`src/rtl/fma_pkg.sv`:
```
package fma_pkg;
    typedef enum logic [2:0] {
        CLS_ZERO   = 3'd0,
        CLS_DENORM = 3'd1,
        CLS_NORM   = 3'd2,
        CLS_INF    = 3'd3,
        CLS_QNAN   = 3'd4,
        CLS_SNAN   = 3'd5
    } fp_class_e;

    localparam int unsigned NUM_OPS = 3;
    localparam int unsigned IDX_X   = 0;
    localparam int unsigned IDX_Y   = 1;
    localparam int unsigned IDX_Z   = 2;
endpackage

```
`src/rtl/fma_op_classifier.sv`:
```
module fma_op_classifier
    import fma_pkg::*;
#(
    parameter int unsigned EXP_W  = 8,
    parameter int unsigned FRAC_W = 23,
    localparam int unsigned W     = 1 + EXP_W + FRAC_W
) (
    input  logic [W-1:0] op_i,
    output fp_class_e    cls_o
);
    logic [EXP_W-1:0]  exp_w;
    logic [FRAC_W-1:0] frac_w;

    assign exp_w  = op_i[W-2 -: EXP_W];
    assign frac_w = op_i[FRAC_W-1:0];

    always_comb begin
        if (exp_w == '0) begin
            cls_o = (frac_w == '0) ? CLS_ZERO : CLS_DENORM;
        end else if (exp_w == '1) begin
            if (frac_w == '0)           cls_o = CLS_INF;
            else if (frac_w[FRAC_W-1])  cls_o = CLS_QNAN;
            else                        cls_o = CLS_SNAN;
        end else begin
            cls_o = CLS_NORM;
        end
    end
endmodule

```
`src/rtl/fma_sign_unit.sv`:
```
module fma_sign_unit #(
    parameter int unsigned W = 32
) (
    input  logic [W-1:0] op_x_i,
    input  logic [W-1:0] op_y_i,
    input  logic [W-1:0] op_z_i,
    input  logic         neg_prod_i,
    input  logic         neg_add_i,
    output logic         prod_sign_o,
    output logic         add_sign_o
);
    assign prod_sign_o = op_x_i[W-1] ^ op_y_i[W-1] ^ neg_prod_i;
    assign add_sign_o  = op_z_i[W-1] ^ neg_add_i;
endmodule

```
`src/rtl/fma_special_resolver.sv`:
```
module fma_special_resolver
    import fma_pkg::*;
#(
    parameter int unsigned EXP_W       = 8,
    parameter int unsigned FRAC_W      = 23,
    parameter logic [31:0] NAN_DEFAULT = 32'h7FC0_0000,
    localparam int unsigned W          = 1 + EXP_W + FRAC_W
) (
    input  logic [W-1:0] op_x_i,
    input  logic [W-1:0] op_y_i,
    input  logic [W-1:0] op_z_i,
    input  fp_class_e    cls_x_i,
    input  fp_class_e    cls_y_i,
    input  fp_class_e    cls_z_i,
    input  logic         prod_sign_i,
    input  logic         add_sign_i,
    input  logic         round_down_i,
    output logic         special_o,
    output logic [W-1:0] result_o,
    output logic         invalid_o,
    output logic         proceed_o
);
    localparam logic [W-1:0] QUIET_MASK = W'(1) << (FRAC_W - 1);
    localparam logic [W-1:0] MAG_MASK   = {1'b0, {(W-1){1'b1}}};

    typedef struct packed {
        logic         special;
        logic [W-1:0] result;
        logic         invalid;
        logic         proceed;
    } res_t;

    res_t res_d;
    logic any_nan_d, any_inf_d, prod_inf_d, prod_zero_d;

    function automatic logic [W-1:0] make_inf(input logic s);
        return {s, {EXP_W{1'b1}}, {FRAC_W{1'b0}}};
    endfunction

    always_comb begin
        any_nan_d   = (cls_x_i inside {CLS_QNAN, CLS_SNAN}) ||
                      (cls_y_i inside {CLS_QNAN, CLS_SNAN}) ||
                      (cls_z_i inside {CLS_QNAN, CLS_SNAN});
        any_inf_d   = (cls_x_i == CLS_INF) || (cls_y_i == CLS_INF) || (cls_z_i == CLS_INF);
        prod_inf_d  = (cls_x_i == CLS_INF) || (cls_y_i == CLS_INF);
        prod_zero_d = (cls_x_i == CLS_ZERO) || (cls_y_i == CLS_ZERO);

        res_d         = '0;
        res_d.proceed = !any_nan_d && !any_inf_d && !prod_zero_d;

        if (cls_z_i == CLS_SNAN) begin
            res_d.special = 1'b1; res_d.invalid = 1'b1;
            res_d.result  = op_z_i | QUIET_MASK;
        end else if (cls_x_i == CLS_SNAN) begin
            res_d.special = 1'b1; res_d.invalid = 1'b1;
            res_d.result  = op_x_i | QUIET_MASK;
        end else if (cls_y_i == CLS_SNAN) begin
            res_d.special = 1'b1; res_d.invalid = 1'b1;
            res_d.result  = op_y_i | QUIET_MASK;
        end else if (cls_z_i == CLS_QNAN) begin
            res_d.special = 1'b1; res_d.result = op_z_i;
        end else if (cls_x_i == CLS_QNAN) begin
            res_d.special = 1'b1; res_d.result = op_x_i;
        end else if (cls_y_i == CLS_QNAN) begin
            res_d.special = 1'b1; res_d.result = op_y_i;
        end else if (prod_inf_d && prod_zero_d) begin
            res_d.special = 1'b1; res_d.invalid = 1'b1;
            res_d.result  = NAN_DEFAULT[W-1:0];
        end else if (prod_inf_d) begin
            res_d.special = 1'b1;
            if (cls_z_i == CLS_INF && add_sign_i != prod_sign_i) begin
                res_d.invalid = 1'b1;
                res_d.result  = NAN_DEFAULT[W-1:0];
            end else begin
                res_d.result  = make_inf(prod_sign_i);
            end
        end else if (cls_z_i == CLS_INF) begin
            res_d.special = 1'b1;
            res_d.result  = make_inf(add_sign_i);
        end else if (prod_zero_d) begin
            res_d.special = 1'b1;
            if (cls_z_i == CLS_ZERO && add_sign_i != prod_sign_i)
                res_d.result = {round_down_i, {(W-1){1'b0}}};
            else
                res_d.result = {add_sign_i, op_z_i[W-2:0] & MAG_MASK[W-2:0]};
        end
    end

    assign special_o = res_d.special;
    assign result_o  = res_d.result;
    assign invalid_o = res_d.invalid;
    assign proceed_o = res_d.proceed;

    always_comb begin
        a_r1_one_of_two: assert ($onehot({res_d.special, res_d.proceed}))
            else $error("special and proceed not exclusive");
        a_r10_invalid_needs_special: assert (!res_d.invalid || res_d.special)
            else $error("invalid raised without special result");
        a_r10_go_quiet_result: assert (!res_d.proceed || (res_d.result == '0 && !res_d.invalid))
            else $error("proceed with nonzero result or flag");
        a_r3_snan_raises: assert (!(cls_x_i == CLS_SNAN || cls_y_i == CLS_SNAN || cls_z_i == CLS_SNAN)
                                  || (res_d.special && res_d.invalid))
            else $error("signalling NaN without invalid");
        a_r4_qnan_no_flag: assert (!(any_nan_d && !(cls_x_i == CLS_SNAN || cls_y_i == CLS_SNAN ||
                                    cls_z_i == CLS_SNAN)) || (res_d.special && !res_d.invalid))
            else $error("quiet NaN raised a flag");
    end
endmodule

```
`src/rtl/fma_special_screen.sv`:
```
module fma_special_screen
    import fma_pkg::*;
#(
    parameter int unsigned EXP_W       = 8,
    parameter int unsigned FRAC_W      = 23,
    parameter logic [31:0] NAN_DEFAULT = 32'h7FC0_0000,
    localparam int unsigned W          = 1 + EXP_W + FRAC_W
) (
    input  logic [W-1:0] op_x,
    input  logic [W-1:0] op_y,
    input  logic [W-1:0] op_z,
    input  logic         neg_prod,
    input  logic         neg_addend,
    input  logic         round_down,
    output logic         special_valid,
    output logic [W-1:0] special_result,
    output logic         invalid_flag,
    output logic         go_datapath,
    output logic         prod_sign,
    output logic         add_sign
);
    logic [W-1:0] ops_w [NUM_OPS];
    fp_class_e    cls_w [NUM_OPS];

    assign ops_w[IDX_X] = op_x;
    assign ops_w[IDX_Y] = op_y;
    assign ops_w[IDX_Z] = op_z;

    for (genvar i = 0; i < NUM_OPS; i++) begin : g_cls
        fma_op_classifier #(.EXP_W(EXP_W), .FRAC_W(FRAC_W)) u_cls (
            .op_i  (ops_w[i]),
            .cls_o (cls_w[i])
        );
    end

    fma_sign_unit #(.W(W)) u_sign (
        .op_x_i      (op_x),
        .op_y_i      (op_y),
        .op_z_i      (op_z),
        .neg_prod_i  (neg_prod),
        .neg_add_i   (neg_addend),
        .prod_sign_o (prod_sign),
        .add_sign_o  (add_sign)
    );

    fma_special_resolver #(.EXP_W(EXP_W), .FRAC_W(FRAC_W), .NAN_DEFAULT(NAN_DEFAULT)) u_res (
        .op_x_i       (op_x),
        .op_y_i       (op_y),
        .op_z_i       (op_z),
        .cls_x_i      (cls_w[IDX_X]),
        .cls_y_i      (cls_w[IDX_Y]),
        .cls_z_i      (cls_w[IDX_Z]),
        .prod_sign_i  (prod_sign),
        .add_sign_i   (add_sign),
        .round_down_i (round_down),
        .special_o    (special_valid),
        .result_o     (special_result),
        .invalid_o    (invalid_flag),
        .proceed_o    (go_datapath)
    );
endmodule

```
`config.mk`:
```
export PLATFORM = sky130hd
export DESIGN_NAME = fma_special_screen
export DESIGN_NICKNAME = d
export VERILOG_FILES = /design/src/rtl/fma_pkg.sv /design/src/rtl/fma_op_classifier.sv /design/src/rtl/fma_sign_unit.sv /design/src/rtl/fma_special_resolver.sv /design/src/rtl/fma_special_screen.sv
export SDC_FILE = /design/constraint.sdc
export NUM_CORES = 1
export LEC_CHECK = 0
export CORE_ASPECT_RATIO = 0.5
export CORE_MARGIN = 10
export CORE_UTILIZATION = 31
export DETAILED_ROUTE_END_ITERATION = 10
export GPL_TIMING_DRIVEN = 1
export MAX_ROUTING_LAYER = met4
export PLACE_DENSITY_LB_ADDON = 0.05
export REMOVE_ABC_BUFFERS = 1
export SLEW_MARGIN = 20
export SYNTH_ARGS = -nofsm -noshare
export SYNTH_HDL_FRONTEND = slang
export SYNTH_SLANG_ARGS = --single-unit
```
`constraint.sdc`:
```
create_clock -name vclk -period 2.3
set_clock_uncertainty 0.05 [all_clocks]
set_input_delay 0.23 -clock vclk [all_inputs]
set_output_delay 0.23 -clock vclk [all_outputs]
set_load 0.005 [all_outputs]
```
Word level (Yosys, flattened, before mapping)
Cells that the tools add are included.
{"block": "classes", "n_bitwise": 3, "n_reduce_logical": 25, "muxes": 32, "n_eq_ne": 13}
{"op": "two-way mux 33 bit", "count": 6}
{"op": "two-way mux 34 bit", "count": 4}
{"op": "zero test 23 bit", "count": 3}
{"op": "two-way mux 32 bit", "count": 2}
{"op": "two-way mux 3 bit", "count": 9}
{"op": "equality test 8 bit (second input constant)", "count": 3}
{"op": "zero test 8 bit", "count": 3}
{"op": "equality test 3 bit (second input constant)", "count": 6}
{"op": "two-way mux 1 bit", "count": 11}
{"op": "equality test 3 x 2 -> 1 bit (second input constant)", "count": 3}
{"op": "zero test 3 bit", "count": 3}
{"op": "nonzero test 2 bit", "count": 3}
{"op": "logical AND 1 bit", "count": 5}
{"op": "logical OR 1 bit", "count": 5}
{"op": "zero test 1 bit", "count": 3}
{"op": "XOR 1 bit", "count": 3}
{"op": "inequality test 1 bit", "count": 1}
{"block": "totals", "register_bits": 0, "output_inout_bits": 37}

Logic depth before layout (Yosys ltp)
Gate-level depths: netlist of the first run.
{"block": "logic_depth", "depth_word": 17, "ltp_mapped": 8, "ltp_nobuf": 7}

Modules after synthesis
From an unflattened synthesis of the first run, not the netlist that was laid out.
{"block": "unflattened", "cells_unflattened": 424, "hier_area_um2": 2673.8}
{"mod": "fma_special_resolver", "area_each_um2": 2239.6, "n_inst": 1, "cells_per_inst": 371}
{"mod": "fma_op_classifier", "area_each_um2": 133.9, "n_inst": 3, "cells_per_inst": 17}
{"mod": "fma_sign_unit", "area_each_um2": 32.5, "n_inst": 1, "cells_per_inst": 2}

Worst setup path before layout of the first run
No wires, ideal clock.
{"block": "synth_path", "kind": "input port to output port", "startpoint": "input port op_y[17]", "endpoint": "output port special_result[12]", "stages": 8, "n_path_buf": 1, "slack_ps": 185, "required_ps": 2020, "arrival_ps": 1835, "path_cell_list": "nor4_1 nand4_1 nor3_2 a2bb2oi_4 nor4b_4 a21oi_2 buf_6 o22ai_2"}
{"block": "synth_between", "elab_chain_cells": 16, "word_cells_on_any_way": 22, "cone_classes": "3 x eq/ne; 14 x mux; 5 x reduce/logical"}
{"element": "start: declaration", "line": "fma_special_screen.sv:10", "rtl": "input logic [W-1:0] op_y,"}
{"element": "zero test 23 bit (*)", "line": "fma_op_classifier.sv:19, fma_op_classifier.sv:21"}
{"element": "two-way mux 3 bit", "line": "fma_op_classifier.sv:21", "rtl": "if (frac_w == '0) cls_o = CLS_INF;"}
{"element": "two-way mux 3 bit", "line": "fma_op_classifier.sv:20", "rtl": "end else if (exp_w == '1) begin"}
{"element": "two-way mux 3 bit (*)", "line": "fma_op_classifier.sv:18", "rtl": "if (exp_w == '0) begin"}
{"element": "zero test 3 bit", "line": "fma_special_resolver.sv:46", "rtl": "prod_zero_d = (cls_x_i == CLS_ZERO) || (cls_y_i == CLS_ZERO);"}
{"element": "logical OR 1 bit", "line": "fma_special_resolver.sv:46"}
{"element": "two-way mux 33 bit", "line": "fma_special_resolver.sv:80", "rtl": "end else if (prod_zero_d) begin"}
{"element": "two-way mux 33 bit", "line": "fma_special_resolver.sv:77", "rtl": "end else if (cls_z_i == CLS_INF) begin"}
{"element": "two-way mux 33 bit", "line": "fma_special_resolver.sv:69", "rtl": "end else if (prod_inf_d) begin"}
{"element": "two-way mux 34 bit", "line": "fma_special_resolver.sv:66", "rtl": "end else if (prod_inf_d && prod_zero_d) begin"}
{"element": "two-way mux 33 bit", "line": "fma_special_resolver.sv:64", "rtl": "end else if (cls_y_i == CLS_QNAN) begin"}
{"element": "two-way mux 33 bit", "line": "fma_special_resolver.sv:62", "rtl": "end else if (cls_x_i == CLS_QNAN) begin"}
{"element": "two-way mux 33 bit", "line": "fma_special_resolver.sv:60", "rtl": "end else if (cls_z_i == CLS_QNAN) begin"}
{"element": "two-way mux 34 bit (*)", "line": "fma_special_resolver.sv:57", "rtl": "end else if (cls_y_i == CLS_SNAN) begin"}
{"element": "two-way mux 34 bit (*)", "line": "fma_special_resolver.sv:54", "rtl": "end else if (cls_x_i == CLS_SNAN) begin"}
{"element": "two-way mux 34 bit (*)", "line": "fma_special_resolver.sv:51", "rtl": "if (cls_z_i == CLS_SNAN) begin"}
{"element": "end: declaration", "line": "fma_special_screen.sv:16", "rtl": "output logic [W-1:0] special_result,"}
Mark *: on every way between the ends. The rest lies on a longest branch, timed or not.

Worst setup path after layout of the first run
{"block": "layout_path", "startpoint": "input port op_x[4]", "endpoint": "output port special_result[1]"}
{"block": "layout_between", "elab_chain_cells": 16, "word_cells_on_any_way": 22, "cone_classes": "3 x eq/ne; 14 x mux; 5 x reduce/logical"}
{"element": "start: declaration", "line": "fma_special_screen.sv:9", "rtl": "input logic [W-1:0] op_x,"}
{"element": "zero test 23 bit (*)", "line": "fma_op_classifier.sv:19, fma_op_classifier.sv:21"}
{"element": "two-way mux 3 bit", "line": "fma_op_classifier.sv:21"}
{"element": "two-way mux 3 bit", "line": "fma_op_classifier.sv:20"}
{"element": "two-way mux 3 bit (*)", "line": "fma_op_classifier.sv:18"}
{"element": "zero test 3 bit", "line": "fma_special_resolver.sv:46"}
{"element": "logical OR 1 bit", "line": "fma_special_resolver.sv:46"}
{"element": "two-way mux 33 bit", "line": "fma_special_resolver.sv:80"}
{"element": "two-way mux 33 bit", "line": "fma_special_resolver.sv:77"}
{"element": "two-way mux 33 bit", "line": "fma_special_resolver.sv:69"}
{"element": "two-way mux 34 bit", "line": "fma_special_resolver.sv:66"}
{"element": "two-way mux 33 bit", "line": "fma_special_resolver.sv:64"}
{"element": "two-way mux 33 bit", "line": "fma_special_resolver.sv:62"}
{"element": "two-way mux 33 bit", "line": "fma_special_resolver.sv:60"}
{"element": "two-way mux 34 bit", "line": "fma_special_resolver.sv:57"}
{"element": "two-way mux 34 bit (*)", "line": "fma_special_resolver.sv:54"}
{"element": "two-way mux 34 bit (*)", "line": "fma_special_resolver.sv:51"}
Marks and branches as above.

==> metrics.txt, run 1 <==
cell accounting for the most synthesized area sky130_fd_sc_hd__o22ai_2; post-layout min period 3.01 ns; die width 113 um; synthesized area 1330 um^2; filler-free cell count of the finished design 472; CTS hold repair buffers 0; initial DRC count 358; violated checks setup timing; post-synthesis instance total 199; worst-path cell with the longest stage delay sky130_fd_sc_hd__nor4_1; DP Wirelength 6.68 mm; die boundary height 66.3 um; total of max-cap violations 0; M3 GR Usage 0.0399; die area 7450 um^2; # fillers 121; Clock buffer cells 0; hold slack final 0.778 ns; post-synth cell types 38; fraction of layout instances using a drive strength above 1 0.613; count of input and output buffers 136; list of cells traversed by the critical path clkdlybuf4s15_1 > nor4_1 > nand2_1 > buf_4 > nor3_2 > buf_4 > a2bb2oi_4 > nor4b_4 > a21oi_2 > buf_12 > o22ai_1 > buf_2; Pleak 1.88 nW; status complete, but fails checks; row count 16; final count of pins violating max slew 0; Final Wtd Congestion 0.879; Critical Setup Path Class in -> out; total congestion overflow 0; Avg Vias per Cell 6.71; data arrival time of the critical path 2.73 ns; # nets final 517; Min-Delay Path Class in -> out; Critical Path Source Type input port; sequential cell area 0 um^2; Final Routed Wirelength 13.1 mm; layout sequential cell count 0; per-cell routed wire length 27.7 um; worst slew pin tran 0.468 ns; cell mode on critical path sky130_fd_sc_hd__buf_4; DP Worst Slack -1.10 ns; VDD IR max 133 uV; vias in the first global route 2939; placed cell count 436; layout overhead on the synthesized area 184%; fraction of post-synthesis cell area in the top cell type by area 0.189; met2 usage 0.506; final worst slack -0.714 ns; required time of the critical path 2.02 ns; count of TritonRoute iterations in the first routing pass 6; detailed-route via count 3167; areal power density over the cells 90.4 nW/um^2; layer with the highest usage met2; maximum number of pins on one net before global-route repair 23; area of the core region 4000 um^2; M1 GR Usage 0.267; proportion of synthesized chip area in sequential cells 0; number of setup violations in the final report 35; combined global-route utilization of all metal layers 0.263; final hold violations 0; Yosys warnings 0; first-pass GRT wire length 15.8 mm; leading cell types by total area after synthesis sky130_fd_sc_hd__o22ai_2, sky130_fd_sc_hd__a22oi_1, sky130_fd_sc_hd__nor4_1; Crit. End Element output port; area of combinational cells with multiple inputs 1680 um^2; worst slew margin relative to its limit 0.685; part of the cycle the worst path needs 1.31; RSZ-0062 raised after global routing true; longest individual stage delay on the worst path 0.46 ns; CP max FO 22; remaining antenna violation count after routing 0; I/O pins 136; antenna violations before repair 1; Synth Area per Inst 6.66 um^2; effective utilization at floorplan 0.331; Residual DRC 0; fmax 0.332 GHz
final timing paths:
kind / startpoint / endpoint / slack [ns] / depth (start not counted)
max: op_x[4] / special_result[1] / -0.71 / 12
min: op_z[21] / special_result[21] / 0.78 / 4
cell type report:
type	instances	area share
tap	54	0.0179
timing repair buffer	226	0.510
inverter	26	0.0259
antenna	2	0.00133
multi-input combinational	164	0.445
layout by cell type (no fill, tap or decap), types with 3 or more instances in the layout:
master,n
sky130_fd_sc_hd__nand2_2,5
sky130_fd_sc_hd__a22oi_2,15
sky130_fd_sc_hd__o21ai_4,4
sky130_fd_sc_hd__buf_6,26
sky130_fd_sc_hd__clkdlybuf4s50_1,4
sky130_fd_sc_hd__nand4_1,15
sky130_fd_sc_hd__clkdlybuf4s15_1,13
sky130_fd_sc_hd__nor2_1,5
sky130_fd_sc_hd__xnor2_2,3
sky130_fd_sc_hd__nor3_4,5
sky130_fd_sc_hd__dlymetal6s2s_1,6
sky130_fd_sc_hd__buf_2,42
sky130_fd_sc_hd__nor4_4,7
sky130_fd_sc_hd__inv_1,26
sky130_fd_sc_hd__buf_12,5
sky130_fd_sc_hd__nor2_4,5
sky130_fd_sc_hd__clkbuf_2,16
sky130_fd_sc_hd__buf_4,59
sky130_fd_sc_hd__nor4_2,9
sky130_fd_sc_hd__a22oi_1,7
sky130_fd_sc_hd__dlygate4sd2_1,48
sky130_fd_sc_hd__nor3_2,5
sky130_fd_sc_hd__o22ai_2,21
sky130_fd_sc_hd__nand2_1,16
sky130_fd_sc_hd__nand3_2,3
sky130_fd_sc_hd__o21ai_2,3
sky130_fd_sc_hd__nor4_1,5
synthesized netlist by cell type, types with 2 or more instances:
master,instances
sky130_fd_sc_hd__a21oi_1,2
sky130_fd_sc_hd__and2_1,3
sky130_fd_sc_hd__o21ai_2,2
sky130_fd_sc_hd__nand4_1,15
sky130_fd_sc_hd__nand2_1,23
sky130_fd_sc_hd__nor3_2,4
sky130_fd_sc_hd__buf_6,2
sky130_fd_sc_hd__o21ai_0,2
sky130_fd_sc_hd__nand3_1,5
sky130_fd_sc_hd__nor2_1,11
sky130_fd_sc_hd__nor4_1,21
sky130_fd_sc_hd__a22oi_1,22
sky130_fd_sc_hd__o22ai_1,2
sky130_fd_sc_hd__o21ai_1,4
sky130_fd_sc_hd__a22o_1,2
sky130_fd_sc_hd__inv_1,26
sky130_fd_sc_hd__xnor2_1,2
sky130_fd_sc_hd__nor3_1,7
sky130_fd_sc_hd__buf_2,2
sky130_fd_sc_hd__o22ai_2,20
sky130_fd_sc_hd__clkbuf_1,5
report_power, final:
| group | total [mW] | switching [mW] | leakage [nW] | internal (mW) |
|---|---|---|---|---|
| registers | 0 | 0 | 0 | 0 |
| clock network | 0.000000116 | 0 | 0.0000127 | 0.000000116 |
| logic | 0.341 | 0.170 | 1.88 | 0.171 |
| total | 0.341 | 0.170 | 1.88 | 0.171 |
logic make-up after synthesis:
kind of cell	synth area share
simple gates	0.392
compound gates	0.457
buf+inv	0.112
xor+xnor	0.0321
mux	0.00755
timing repair:
item,in CTS,in global routing
hold endpoints to repair,0,0
endpoints found under the setup margin,35,35
cloned,1,3
gates resized for setup,374,79
setup buffers,16,17
pin swaps,47,28
routing by layer:
layer	wire length, um	vias to the layer above
met5	0	-
met1	4520	1465
met2	6100	346
met3	1360	120
li1	-	1236
met4	1120	0
worst max-delay path, delay by kind of cell:
kind	cells	cell delay [ns]
AOI/OAI and AO/OA	3	0.50
buffers and inverters	5	0.91
and+or+nand+nor	4	1.09
through the flow:
step	utilization	setup TNS [ns]	total power [mW]	instance area, um^2
floorplan	-	-5.13	0.0583	1270
global placement	0.791	-31.83	0.307	3170
detailed placement	0.791	-35.04	0.315	3170
CTS	0.872	-4.07	0.299	3490
global route	0.941	-17.88	0.351	3770
finish	0.942	-17.87	0.341	3770
Power figures use the tool's default switching activity.
==> run 2, diff against run 1 <==
--- a/config.mk
+++ b/config.mk
@@ -13,6 +13,7 @@
 export MAX_ROUTING_LAYER = met4
 export PLACE_DENSITY_LB_ADDON = 0.05
 export REMOVE_ABC_BUFFERS = 1
+export SETUP_SLACK_MARGIN = 0.1
 export SLEW_MARGIN = 20
 export SYNTH_ARGS = -nofsm -noshare
 export SYNTH_HDL_FRONTEND = slang
==> run 2 against run 1 <==
  * The run still ends with setup timing left
  * Cell count decreased by 1.1%
  * Worst hold slack improved by 0.0020 ns
  * Critical endpoint unchanged
  * Critical path type unchanged
  * First-iteration DRC count decreased by 39%
  * Combinational power decreased by 2%
  * Final area decreased by 3.1%
  * Setup slack improved by 0.20 ns
  * Via count decreased by 7.3%
==> metrics.txt, run 2 (synthesis results as in run 1) <==
status complete, but fails checks; violated checks setup timing; Antenna Cells 0; worst-path cell with the longest stage delay sky130_fd_sc_hd__clkdlybuf4s50_1; Finished Core Util 0.913; Final Routed Wirelength 11.6 mm; CTS hold repair buffers 0; post-route cell area 3660 um^2; data arrival time of the critical path 2.54 ns; VDD IR max 98.2 uV; Residual DRC 0; longest individual stage delay on the worst path 0.51 ns; initial DRC count 217; count of buffer and inverter cells on the critical path 3; list of cells traversed by the critical path clkdlybuf4s50_1 > nand4_1 > nor2_1 > nand2_1 > nand3_1 > a21boi_2 > buf_12 > a22oi_1 > o22ai_2 > buf_2; row count 16; combined global-route utilization of all metal layers 0.266; worst slew pin tran 0.385 ns; Critical Path Source Type input port; effective utilization at floorplan 0.331; antenna violations before repair 0; remaining antenna violation count after routing 0; post-layout min period 2.82 ns; CP max FO 22; part of the cycle the worst path needs 1.22; final count of pins violating max slew 0; sequential cell area 0 um^2; worst slew margin relative to its limit 0.744; areal power density over the cells 91.3 nW/um^2; count of input and output buffers 136; Crit. End Element output port; DP Worst Slack -1.10 ns; die area 7450 um^2; Min-Delay Path Class in -> out; die boundary height 66.3 um; area of the core region 4000 um^2; total of max-cap violations 0; first-pass GRT wire length 15.9 mm; RSZ-0062 raised after global routing true; Avg Vias per Cell 6.28; most common library cell in the layout ignoring fill and taps sky130_fd_sc_hd__buf_4; DP Wirelength 6.68 mm; total congestion overflow 0; fraction of layout instances using a drive strength above 1 0.588; # nets final 514; layout overhead on the synthesized area 176%; Final Wtd Congestion 0.879; final worst slack -0.516 ns; hold slack final 0.780 ns; number of setup violations in the final report 35; highest-count cells in the layout ignoring fill and taps sky130_fd_sc_hd__buf_4, sky130_fd_sc_hd__dlygate4sd2_1, sky130_fd_sc_hd__buf_2, sky130_fd_sc_hd__inv_1, sky130_fd_sc_hd__buf_6; placed instance area 3170 um^2; Pleak 1.78 nW; vias in the first global route 2950; Largest delay share family, worst path simple AND/OR/NAND/NOR gates; fmax 0.355 GHz; I/O pins 136; Critical Setup Path Class in -> out; layout sequential cell count 0; maximum number of pins on one net before global-route repair 23; final hold violations 0; detailed-route via count 2935; Clock buffer cells 0; die width 113 um; required time of the critical path 2.02 ns; per-cell routed wire length 24.9 um; count of TritonRoute iterations in the first routing pass 6; total power consumption of the routed design 334 uW
==> run 2: changes by cell type in the layout (fill, tap and decap cells not counted), moves of 4 or more <==
cell                              before  now
sky130_fd_sc_hd__clkdlybuf4s15_1      13   19
sky130_fd_sc_hd__clkbuf_2             16   11
sky130_fd_sc_hd__nand2_2               5    9
sky130_fd_sc_hd__a22oi_2              15    9
sky130_fd_sc_hd__nand2_1              16   11
sky130_fd_sc_hd__dlymetal6s2s_1        6    0
sky130_fd_sc_hd__a22oi_1               7   13
==> run 2: per-stage QoR <==
| step | setup TNS, ns | cells |
|---|---|---|
| after floorplan | -5.13 | 190 |
| after global placement | -31.83 | 436 |
| after detailed placement | -35.04 | 436 |
| after CTS | -4.38 | 462 |
| after global routing | -14.31 | 467 |
| final | -13.03 | 467 |
==> run 2: what timing repair did <==
action | CTS | global route
setup endpoints to repair | 35 | 35
buffers inserted | 25 | 6
hold endpoints to repair | 0 | 0
gates resized for setup | 401 | 46
gates cloned | 1 | 0
pin swaps | 54 | 23
==> run 2: power breakdown <==
| group | internal, mW | total [mW] | leakage [nW] | switching (mW) |
|---|---|---|---|---|
| combinational | 0.174 | 0.334 | 1.78 | 0.160 |
| sequential | 0 | 0 | 0 | 0 |
| clock | 0 | 0 | 0 | 0 |
==> run 2: area by class of cell <==
cell class / count / area (um^2)
fillers: 164 / 348
inverters: 26 / 97.6
multi-input cells: 164 / 1630
well taps: 54 / 67.6
repair buffers: 223 / 1860
==> run 2: worst min-delay path, stage by stage <==
cell	delay [ns]
sky130_fd_sc_hd__buf_2	0.12
sky130_fd_sc_hd__inv_1	0.07
sky130_fd_sc_hd__o22ai_2	0.05
sky130_fd_sc_hd__buf_2	0.13
==> run 2: metal layers <==
layer  vias up  global-route usage  part of all wire
met5         -                   -                 0
met4         0               0.104             0.060
met2       235               0.504              0.50
li1       1229                   -                 -
met1      1392               0.266              0.36
met3        79              0.0598             0.084
==> run 2: final timing paths <==
check	start	endpoint	depth (start not counted)
worst max-delay path	op_x[24]	special_result[1]	10
worst min-delay path	op_z[21]	special_result[21]	4
==> run 3, diff against run 2 <==
--- a/config.mk
+++ b/config.mk
@@ -5,10 +5,10 @@
 export SDC_FILE = /design/constraint.sdc
 export NUM_CORES = 1
 export LEC_CHECK = 0
-export CORE_ASPECT_RATIO = 0.5
 export CORE_MARGIN = 10
-export CORE_UTILIZATION = 31
+export CORE_UTILIZATION = 60
 export DETAILED_ROUTE_END_ITERATION = 10
+export DONT_BUFFER_PORTS = 1
 export GPL_TIMING_DRIVEN = 1
 export MAX_ROUTING_LAYER = met4
 export PLACE_DENSITY_LB_ADDON = 0.05
==> run 3 against run 2 <==
  * The run still ends with setup timing left
  * Combinational power decreased by 74%
  * Largest power group unchanged
  * Wire length shrank 35%
  * Final area is 50% lower
  * Global-route usage fell by 2.9 points
  * Setup slack gained 0.44 ns
  * Worst hold slack worse by 0.26 ns
  * Utilization is 1.3 points lower
  * First-iteration DRC count grew 50%
  * Clock-buffer cell count stayed put
==> metrics.txt, run 3 (synthesis results as in run 1) <==
status complete, but fails checks; violated checks setup timing; final hold violations 0; CTS hold repair buffers 0; list of cells traversed by the critical path nor3_1 > nand4_1 > buf_4 > o21ai_4 > nand2_1 > o21ai_2 > buf_4 > a22oi_1 > o22ai_2; fmax 0.421 GHz; remaining antenna violation count after routing 0; area of the core region 2020 um^2; placed instance area 1460 um^2; fraction of layout instances using a drive strength above 1 0.392; initial DRC count 326; worst slew margin relative to its limit 0.641; Critical Setup Path Class in -> out; placed cell count 235; highest-count cells in the layout ignoring fill and taps sky130_fd_sc_hd__inv_1, sky130_fd_sc_hd__nand2_1, sky130_fd_sc_hd__buf_4, sky130_fd_sc_hd__a22oi_1, sky130_fd_sc_hd__o22ai_2; Critical Path Source Type input port; antenna violations before repair 0; detailed-route via count 2009; areal power density over the cells 48.1 nW/um^2; Residual DRC 0; cell depth of the worst hold path 1; row count 16; I/O pins 136; sequential cell area 0 um^2; Internal Pwr Total 39.5 uW; Final Routed Wirelength 7.51 mm; final count of pins violating max slew 0; Avg Vias per Cell 8.23; part of the cycle the worst path needs 1.03; number of setup violations in the final report 16; maximum number of pins on one net before global-route repair 23; hold-critical path endpoint prod_sign; CP max FO 11; Clock buffer cells 0; RSZ-0062 raised after global routing true; DP Worst Slack -0.00905 ns; hold path start op_y[31]; filler-free cell count of the finished design 244; effective utilization at floorplan 0.656; Min-Delay Path Class in -> out; M3 GR Usage 0.0719; # nets final 318; count of TritonRoute iterations in the first routing pass 5; cell mode on critical path sky130_fd_sc_hd__buf_4; layout sequential cell count 0; first-pass GRT wire length 8.62 mm; layer with the highest usage met2; worst slew pin tran 0.534 ns; most common library cell in the layout ignoring fill and taps sky130_fd_sc_hd__inv_1; sequential power share 0; Net Sw Frac 0.549; die area 4490 um^2; met2 usage 0.435; combined global-route utilization of all metal layers 0.237; total congestion overflow 0; Final Wtd Congestion 0.912; layout overhead on the synthesized area 37.2%; VDD IR max 85.4 uV; combinational fraction of design power 1.000; longest individual stage delay on the worst path 0.31 ns; count of input and output buffers 0; M1 GR Usage 0.248; per-cell routed wire length 30.8 um; final worst slack -0.0766 ns; NetSw 48.0 uW; DP Wirelength 5.16 mm; die boundary height 67.0 um; required time of the critical path 2.02 ns; data arrival time of the critical path 2.10 ns; hold slack final 0.520 ns; Pleak 0.690 nW; worst-path cell with the longest stage delay sky130_fd_sc_hd__nor3_1; vias in the first global route 1727; Antenna Cells 0; post-layout min period 2.38 ns; clock group share of total power 0; Crit. End Element output port; die width 67.0 um; total of max-cap violations 0; post-route cell area 1820 um^2
==> run 3: changes by cell type in the layout (fill, tap and decap cells not counted), sizes merged <==
cell / previous run / this run
clkdlybuf4s15: 21 / 0
buf: 135 / 27
dlygate4sd2: 51 / 0
clkbuf: 11 / 0
clkdlybuf4s50: 5 / 0
==> run 3: layout make-up <==
cell class                      count  area (um^2)
Inverter                           26         97.6
Multi-Input combinational cell    164         1460
Fill cell                          98          203
Tap cell                           27         33.8
Timing Repair Buffer               27          226
==> run 3: critical path: cells and delay by family <==
family | cells | cell delay [ns]
simple gates | 3 | 0.67
compound gates | 4 | 0.74
buf+inv | 2 | 0.46
==> run 3: power groups by stage <==
stage,clock network [mW],registers [mW],logic [mW]
2_1_floorplan,0,0,0.0583
3_3_place_gp,0,0,0.0700
3_5_place_dp,0,0,0.0722
4_1_cts,0,0,0.0733
5_1_grt,0,0,0.0944
6_report,0,0,0.0875
==> run 3: worst max path at each step <==
stage | from | end | depth (start not counted)
CTS | op_y[0] | special_result[22] | 7
floorplan | op_z[17] | special_result[0] | 7
detailed placement | op_z[11] | special_result[5] | 9
global route | op_z[0] | special_result[6] | 9
finish | op_y[12] | special_result[4] | 9
global placement | op_z[11] | special_result[31] | 8
==> run 3: timing repair <==
| item | 4_1_cts | 5_1_grt |
|---|---|---|
| setup buffers | 1 | 7 |
| pin swaps | 3 | 6 |
| gates resized for setup | 7 | 44 |
| setup endpoints to repair | 24 | 24 |
| endpoints found under the hold margin | 0 | 0 |
| gates cloned | 0 | 1 |
==> run 3: routing by layer <==
metal | up-vias | part of all wire
met5 | - | 0
met4 | 0 | 0.045
met3 | 54 | 0.18
met1 | 903 | 0.29
li1 | 817 | -
met2 | 235 | 0.49
==> run 3: metrics by stage <==
step / total power [mW] / utilization / setup TNS [ns]
floorplan: 0.0583 / - / -5.13
global placement: 0.0700 / 0.720 / 0
detailed placement: 0.0722 / 0.720 / -0.0531
CTS: 0.0733 / 0.743 / 0
global route: 0.0944 / 0.900 / -1.67
finish: 0.0875 / 0.900 / -0.495
